File: src/rtl/lfsr_dual_pkg.sv
package lfsr_dual_pkg;

    // Feedback form of the register
    typedef enum logic {
        FORM_TOGGLE = 1'b0,
        FORM_PARITY = 1'b1
    } form_e;

endpackage

File: src/rtl/lfsr_galois_step.sv
// One right-shift step of the toggle-mask form.
module lfsr_galois_step #(
    parameter int               WIDTH = 8,
    parameter logic [WIDTH-1:0] TAPS  = 8'hB8
) (
    input  logic [WIDTH-1:0] state_i,
    output logic [WIDTH-1:0] next_o,
    output logic             shout_o
);

    always_comb begin
        shout_o = state_i[0];
        next_o  = {1'b0, state_i[WIDTH-1:1]};
        if (state_i[0]) begin
            next_o = next_o ^ TAPS;
        end
    end

endmodule

File: src/rtl/lfsr_fib_step.sv
// One right-shift step of the parity-feedback form; taps are the mirror of TAPS.
module lfsr_fib_step #(
    parameter int               WIDTH = 8,
    parameter logic [WIDTH-1:0] TAPS  = 8'hB8
) (
    input  logic [WIDTH-1:0] state_i,
    output logic [WIDTH-1:0] next_o,
    output logic             shout_o
);

    logic [WIDTH-1:0] mirror_taps;

    for (genvar j = 0; j < WIDTH; j++) begin : g_mirror
        assign mirror_taps[j] = TAPS[WIDTH-1-j];
    end

    always_comb begin
        shout_o = state_i[0];
        next_o  = {^(state_i & mirror_taps), state_i[WIDTH-1:1]};
    end

endmodule

File: src/rtl/lfsr_form_xlate.sv
// Translates a state between the two forms while keeping the output stream.
module lfsr_form_xlate #(
    parameter int               WIDTH = 8,
    parameter logic [WIDTH-1:0] TAPS  = 8'hB8
) (
    input  logic [WIDTH-1:0] state_i,
    output logic [WIDTH-1:0] to_parity_o,
    output logic [WIDTH-1:0] to_toggle_o
);

    // toggle -> parity: the parity state is the window of the next WIDTH output bits
    always_comb begin
        logic [WIDTH-1:0] walk;
        walk = state_i;
        for (int k = 0; k < WIDTH; k++) begin
            to_parity_o[k] = walk[0];
            walk = {1'b0, walk[WIDTH-1:1]} ^ (walk[0] ? TAPS : '0);
        end
    end

    // parity -> toggle: undo the tap contributions accumulated in each stage
    always_comb begin
        for (int k = 0; k < WIDTH; k++) begin
            logic acc;
            acc = state_i[k];
            for (int i = 0; i < k; i++) begin
                acc = acc ^ (TAPS[k-1-i] & state_i[i]);
            end
            to_toggle_o[k] = acc;
        end
    end

endmodule

File: src/rtl/lfsr_dual_form.sv
module lfsr_dual_form
    import lfsr_dual_pkg::*;
#(
    parameter int               WIDTH = 8,
    parameter logic [WIDTH-1:0] TAPS  = 8'hB8,
    parameter logic [WIDTH-1:0] SEED  = 8'h01
) (
    input  logic             clk,
    input  logic             rst,
    input  logic             step_en,
    input  logic             mode_sel,
    input  logic             load_en,
    input  logic [WIDTH-1:0] seed,
    output logic             out_bit,
    output logic [WIDTH-1:0] state,
    output logic [WIDTH-1:0] rand_byte,
    output logic             byte_valid
);

    localparam int             CW   = (WIDTH > 1) ? $clog2(WIDTH) : 1;
    localparam logic [CW-1:0]  LAST = CW'(WIDTH - 1);

    typedef struct packed {
        form_e            mode;
        logic [WIDTH-1:0] lfsr;
        logic [CW-1:0]    cnt;
        logic [WIDTH-1:0] acc;
        logic [WIDTH-1:0] byte_o;
        logic             valid;
        logic             bit_o;
    } regs_t;

    regs_t q_r, d_r;

    logic [WIDTH-1:0] tog_next_w, par_next_w;
    logic [WIDTH-1:0] to_par_w, to_tog_w;
    logic             tog_out_w, par_out_w;
    logic             mode_now;

    lfsr_galois_step #(.WIDTH(WIDTH), .TAPS(TAPS)) u_tog (
        .state_i (q_r.lfsr),
        .next_o  (tog_next_w),
        .shout_o (tog_out_w)
    );

    lfsr_fib_step #(.WIDTH(WIDTH), .TAPS(TAPS)) u_par (
        .state_i (q_r.lfsr),
        .next_o  (par_next_w),
        .shout_o (par_out_w)
    );

    lfsr_form_xlate #(.WIDTH(WIDTH), .TAPS(TAPS)) u_xlate (
        .state_i     (q_r.lfsr),
        .to_parity_o (to_par_w),
        .to_toggle_o (to_tog_w)
    );

    always_comb begin
        form_e            req_d;
        logic             chg_d;
        logic             shout_d;
        logic [WIDTH-1:0] stepped_d;

        d_r       = q_r;
        d_r.valid = 1'b0;
        req_d     = form_e'(mode_sel);
        chg_d     = !step_en && (req_d != q_r.mode);
        stepped_d = (q_r.mode == FORM_TOGGLE) ? tog_next_w : par_next_w;
        shout_d   = (q_r.mode == FORM_TOGGLE) ? tog_out_w  : par_out_w;

        if (!step_en) begin
            d_r.mode = req_d;
        end

        if (load_en) begin
            d_r.lfsr = (seed == '0) ? WIDTH'(1) : seed;
            d_r.cnt  = '0;
        end else if (chg_d) begin
            d_r.lfsr = (q_r.mode == FORM_TOGGLE) ? to_par_w : to_tog_w;
            d_r.cnt  = '0;
        end else if (step_en) begin
            d_r.lfsr  = stepped_d;
            d_r.bit_o = shout_d;
            d_r.acc   = {shout_d, q_r.acc[WIDTH-1:1]};
            if (q_r.cnt == LAST) begin
                d_r.cnt    = '0;
                d_r.byte_o = d_r.acc;
                d_r.valid  = 1'b1;
            end else begin
                d_r.cnt = q_r.cnt + 1'b1;
            end
        end
    end

    always_ff @(posedge clk) begin
        if (rst) begin
            q_r.mode   <= FORM_TOGGLE;
            q_r.lfsr   <= (SEED == '0) ? WIDTH'(1) : SEED;
            q_r.cnt    <= '0;
            q_r.acc    <= '0;
            q_r.byte_o <= '0;
            q_r.valid  <= 1'b0;
            q_r.bit_o  <= 1'b0;
        end else begin
            q_r <= d_r;
        end
    end

    assign mode_now   = q_r.mode;
    assign out_bit    = q_r.bit_o;
    assign state      = q_r.lfsr;
    assign rand_byte  = q_r.byte_o;
    assign byte_valid = q_r.valid;

endmodule

File: config.mk
export PLATFORM = sky130hd
export DESIGN_NAME = lfsr_dual_form
export DESIGN_NICKNAME = d
export VERILOG_FILES = /design/src/rtl/lfsr_dual_pkg.sv /design/src/rtl/lfsr_galois_step.sv /design/src/rtl/lfsr_fib_step.sv /design/src/rtl/lfsr_form_xlate.sv /design/src/rtl/lfsr_dual_form.sv
export SDC_FILE = /design/constraint.sdc
export NUM_CORES = 1
export LEC_CHECK = 0
export CAP_MARGIN = 40
export CORE_UTILIZATION = 40
export DETAILED_ROUTE_END_ITERATION = 10
export DONT_BUFFER_PORTS = 1
export PLACE_DENSITY = 0.59
export SLEW_MARGIN = 20
export SYNTH_ARGS = -nofsm -noshare
export SYNTH_HDL_FRONTEND = slang
export SYNTH_SLANG_ARGS = --single-unit
File: constraint.sdc
create_clock -name clk -period 2.2 [get_ports clk]
set_input_delay 0.11 -clock clk [delete_from_list [all_inputs] [get_ports clk]]
set_output_delay 0.11 -clock clk [all_outputs]
set_load 0.02 [all_outputs]
# --- After elaboration in Yosys (flattened, before gate mapping) ---
# Cells that the tools add are included.
totals:
  reg_bits: 30
  output_inout_bits: 18
  elab_cells: 59
op_classes:
  add_sub_neg: 1
  eq_ne: 4
  n_mux: 13
  bitwise: 20
  reduce_logical: 12
op_table:
  columns: ["op", "n"]
  rows:
  - ["8-bit 2-to-1 mux", 4]
  - ["29-bit 2-to-1 mux", 1]
  - ["11-bit 2-to-1 mux", 2]
  - ["6-bit 2-to-1 mux", 2]
  - ["9-bit 2-to-1 mux", 1]
  - ["1-bit bitwise XOR", 9]
  - ["8-bit zero test", 1]
  - ["8-bit XOR reduction", 1]
  - ["7-bit bitwise XOR", 1]
  - ["6-bit bitwise XOR", 1]
  - ["5-bit 2-to-1 mux", 1]
  - ["5-bit bitwise XOR", 1]
  - ["4-bit 2-to-1 mux", 1]
  - ["3-bit inverter with 4-bit output", 1]
  - ["2-bit AND reduction", 2]
  - ["4-bit AND reduction", 1]
  - ["4-bit OR reduction", 1]
  - ["4-bit bitwise XOR", 1]
  - ["3-bit by 1-bit adder with 3-bit output (second input constant)", 1]
  - ["3-bit == test (second input constant)", 1]
  - ["3-bit 2-to-1 mux", 1]
  - ["3-bit inequality test (second input constant)", 1]
  - ["1-bit inverter", 3]
  - ["3-bit AND reduction", 1]
  - ["10 further kinds", 10]

# --- Depth between registers and ports, before layout ---
depth:
  ltp_word: 14
  depth_mapped: 6
  mapped_depth_nobuf: 5

# --- Hierarchy ---
# Synthesis repeated with hierarchy kept, for this count alone.
hier_totals:
  cells_unflattened: 215
  area_unflattened_um2: 1826.8
by_module_without_submodules:
  columns: ["mod", "n_inst", "cells_per_inst", "area_per_inst_um2"]
  rows:
  - ["lfsr_dual_form", 1, 175, 1508.9]
  - ["lfsr_form_xlate", 1, 20, 160.2]
  - ["lfsr_fib_step", 1, 11, 86.3]
  - ["lfsr_galois_step", 1, 9, 71.3]

# --- Worst setup path before layout ---
# OpenSTA, ideal clock, no wires.
synth_path:
  path_kind: "register to register"
  start: "register q_r, in the netlist state[1]"
  end: "register q_r, in the netlist state[7]"
  arrival_ps: 1305
  required_time_ps: 2068
  path_slack_ps: 763
  path_stages_with_launch: 5
  path_buffers: 0
  path_cell_list: "dfxtp_1 -> xnor3_1 -> o21a_1 -> nor4_2 -> a2111oi_2"
synth_between:
  elab_chain_len: 11
synth_lines:
  columns: ["element", "line_no", "source"]
  rows:
  - ["from (decl)", "lfsr_dual_form.sv:33", "regs_t q_r, d_r;"]
  - ["from (signal assigned)", "lfsr_dual_form.sv:105", "q_r <= d_r;"]
  - ["7-bit bitwise XOR", "lfsr_form_xlate.sv:17", "walk = {1'b0, walk[WIDTH-1:1]} ^ (walk[0] ? TAPS : '0);"]
  - ["6-bit 2-to-1 mux", "lfsr_form_xlate.sv:17", null]
  - ["6-bit bitwise XOR", "lfsr_form_xlate.sv:17", null]
  - ["5-bit bitwise XOR", "lfsr_form_xlate.sv:17", null]
  - ["4-bit bitwise XOR", "lfsr_form_xlate.sv:17", null]
  - ["3-bit bitwise XOR", "lfsr_form_xlate.sv:17", null]
  - ["2-bit bitwise XOR", "lfsr_form_xlate.sv:17", null]
  - ["1-bit bitwise XOR", "lfsr_form_xlate.sv:17", null]
  - ["8-bit 2-to-1 mux *", "lfsr_dual_form.sv:79", "d_r.lfsr = (q_r.mode == FORM_TOGGLE) ? to_par_w : to_tog_w;"]
  - ["11-bit 2-to-1 mux *", "lfsr_dual_form.sv:78", "end else if (chg_d) begin"]
  - ["11-bit 2-to-1 mux *", "lfsr_dual_form.sv:75", "if (load_en) begin"]
# Mark *: on every way between the ends. The rest lies on a longest branch, timed or not. The select of a mux whose other input is x is not followed.
# A chain may end at the register's enable or synchronous reset.

# --- Final worst setup path ---
layout_path:
  start: "register q_r, in the netlist state[0]"
  end: "register q_r, in the netlist state[3]"
layout_between:
  elab_chain_len: 5
layout_lines:
  columns: ["element", "line_no", "source"]
  rows:
  - ["8-bit 2-to-1 mux", "lfsr_galois_step.sv:14", "if (state_i[0]) begin"]
  - ["8-bit 2-to-1 mux", "lfsr_dual_form.sv:68", "stepped_d = (q_r.mode == FORM_TOGGLE) ? tog_next_w : par_next_w;"]
  - ["29-bit 2-to-1 mux", "lfsr_dual_form.sv:81", "end else if (step_en) begin"]
  - ["11-bit 2-to-1 mux", "lfsr_dual_form.sv:78", null]
  - ["11-bit 2-to-1 mux", "lfsr_dual_form.sv:75", null]
# Every way passes these cells. The select of a mux whose other input is x is not followed.

==> out/results.tsv <==
stage	metric	value	unit
synthesis	count of cell types in the netlist	32	
grt	wire length of the first global-routing pass	4970	um
detailed_routing	Vias/cell	5.16	
setup_path	class of the most critical setup path	reg2reg	
detailed_routing	routed length per placed instance	13.9	um
timing	final sum of negative setup slack	0	ns
setup_path	Data required, critical path	2.47	ns
floorplanning	overall die area	3890	um2
grt	largest net degree at the start of global routing	27	
synthesis	average size of a mapped cell	8.47	um2
setup_path	Max Fanout on Critical Path	8	
min_path	Min-Delay Path Class	in2reg	
synthesis	post-synthesis sequential area ratio	0.385	
detailed_routing	number of remaining DRC errors	0	
layout	core occupancy in the finished layout	0.454	
cts	TritonCTS sink count	28	
timing	unrepaired setup endpoints after global routing	false	
cts	H-tree levels	1	
timing	fraction of the cycle the final worst path needs	0.933	
pwr	post-route total power	1.04	mW
floorplanning	Horiz. Die Dim	62.3	um
floorplanning	# IOs	31	
pwr	Leakage Power	0.572	nW
detailed_routing	Pre-antenna DRT Iters	4	
cts	CTS tree	done	
cts	Max clock buf depth	2	
grt	total grt overflow	0	
timing	worst setup skew after layout	0.00576	ns
synthesis	cells after synthesis	172	
pwr	peak ir drop on the vdd network	0.232	mV
floorplanning	number of rows created at floorplan	21	
timing	Slew Limit Fails	0	
timing	Setup-failing EPs final	0	
pwr	cell area power density	673	nW/um2
placement	DP Area	1360	um2
layout	nets@finish	181	
synthesis	number of synthesis warnings	0	
grt	overall global routing resource usage	0.160	
cts	clock latency of the later-clocked register in the worst-skew pair	0.32	ns
floorplanning	initial standard-cell utilization of the core	0.426	
layout	area added between synthesis and finish	6.53	%
placement	final weighted congestion in routability-driven placement	0.733	
timing	number of hold violations in the final report	0	
detailed_routing	via count	1088	
cts	CTS Root Buffer Type	sky130_fd_sc_hd__clkbuf_4	
timing	maximum operating frequency	0.487	GHz
detailed_routing	Final Routed Wirelength	2930	um
synthesis	FFs w/ async S/R, synth	0	
grt	via count of the first global-routing pass	1107	
synthesis	Post-Syn Nets	187	
placement	Port Buf Inserts	0	
timing	Worst-Margin Slew	0.622	ns
cts	Post-CTS Setup Inserts	0	
timing	time the final worst path needs with I/O delays and setup	2.05	ns
layout	Antenna Diode Count	0	
synthesis	count of state elements after synthesis	28	
cts	post-CTS resize count	0	
detailed_routing	number of nets still failing antenna checks after routing	0	
layout	commonest cells after routing, fill and taps aside	28 x sky130_fd_sc_hd__dfxtp_1, 26 x sky130_fd_sc_hd__nand2_1, 23 x sky130_fd_sc_hd__a21oi_1	
setup_path	crit path capture type	flop	
synthesis	number of enable-type register cells in the synthesized netlist	0	
synthesis	area of the mapped netlist	1460	um2
layout	fraction of layout cells with a size suffix above 1	0.0727	
grt	antenna violations before repair	0	
placement	DPL Wire Length	2060	um
layout	most common cell after layout, fill and taps aside	sky130_fd_sc_hd__dfxtp_1	
timing	max-slew headroom at the worst pin	0.584	
layout	Finished Layout Cells	211	
cts	CTS hold repair buffers	13	
cts	clock transition at the register clock pins on the worst setup and hold paths after CTS	0.15	ns
cts	total CTS buffers	3	
run_status	outcome	completed	
detailed_routing	number of DRC violations after detailed-routing iteration 0	53	
layout	final instance area	1550	um2
synthesis	most instantiated flip-flop cell in the synthesis netlist	sky130_fd_sc_hd__dfxtp_1	
placement	number of placed instances with taps included	193	
setup_path	signal arrival time at the worst endpoint	2.33	ns
run	number of violations of the max-capacitance limit	0	
floorplanning	die outline height	62.3	um
setup_path	type of origin of the critical path	flop	
floorplanning	core area	3420	um2
layout	Filler cells	335	
==> where the power goes <==
part	internal [mW]	leakage (nW)	switching, mW	total (mW)
Combinational	0.0807	0.316	0.0684	0.149
Sequential	0.523	0.228	0.0365	0.559
Clock	0.184	0.0279	0.151	0.335
==> routing by layer <==
layer	vias up	global-route usage	wire, um
met1	510	0.197	1330
met2	22	0.265	1410
met5	-	0	0
li1	554	-	-
met4	0	0.0581	22
met3	2	0.0460	171
==> cell families after synthesis <==
kind of cell,synth area share
xor gates and xnor gates,0.0885
adders and majority gates,0.0172
DFF,0.385
buffers and inverters,0.125
AOI/OAI and AO/OA,0.151
muxes,0.0344
and+or+nand+nor,0.198
==> worst paths after layout <==
path	start	to	slack [ns]	depth (start not counted)
max	state[0]	state[3]	0.15	5
min	load_en	state[4]	0.02	2
max reg2reg	state[0]	state[3]	0.15	5
min reg2reg	q_r[11]	q_r[11]	0.47	2
==> synth_stat cells, types with 2 or more instances <==
cell	count	area share
sky130_fd_sc_hd__nand2_1	26	0.067
sky130_fd_sc_hd__buf_4	18	0.093
sky130_fd_sc_hd__a21oi_1	23	0.079
sky130_fd_sc_hd__nor2_1	12	0.031
sky130_fd_sc_hd__ha_1	2	0.017
sky130_fd_sc_hd__nor3_1	4	0.014
sky130_fd_sc_hd__mux2i_1	5	0.034
sky130_fd_sc_hd__o21ai_1	3	0.010
sky130_fd_sc_hd__dfxtp_1	28	0.38
sky130_fd_sc_hd__a22oi_1	2	0.010
sky130_fd_sc_hd__clkbuf_1	5	0.013
sky130_fd_sc_hd__nand3_1	8	0.027
sky130_fd_sc_hd__xnor2_1	4	0.024
sky130_fd_sc_hd__o21a_1	4	0.021
sky130_fd_sc_hd__xnor3_1	2	0.031
sky130_fd_sc_hd__nand2b_1	4	0.017
sky130_fd_sc_hd__buf_2	5	0.017
sky130_fd_sc_hd__nor2b_1	3	0.013
==> stage by stage <==
stage,setup WS [ns],hold slack [ns]
after floorplan,0.763,0.243
after CTS,0.122,0.00584
after global placement,0.563,0.183
after detailed placement,0.524,0.185
after global routing,0.0249,0.0185
final,0.147,0.0189
==> layout make-up <==
type                            instances  area (um2)  area share
Inverter                                1        3.75     0.00242
Sequential cell                        28         561       0.361
Multi-Input combinational cell        115         713       0.460
Timing Repair Buffer                   17         164       0.106
Tap cell                               46        57.6      0.0371
Clock inverter                          1        30.0      0.0194
Clock buffer                            3        22.5      0.0145
==> flip-flops by register name, summed over array words and instances, names as in the netlist <==
name / flops
q_r: 10
state: 8
byte_valid: 1
mode_now: 1
rand_byte: 8
==> critical path, stage by stage (launching register included) <==
cell and delay, ns:
sky130_fd_sc_hd__dfxtp_1 0.63, sky130_fd_sc_hd__nand2b_1 0.22, sky130_fd_sc_hd__xor2_1 0.19, sky130_fd_sc_hd__a211o_1 0.29
sky130_fd_sc_hd__a21oi_1 0.13, sky130_fd_sc_hd__dlygate4sd3_1 0.55
Power figures use the tool's default switching activity.
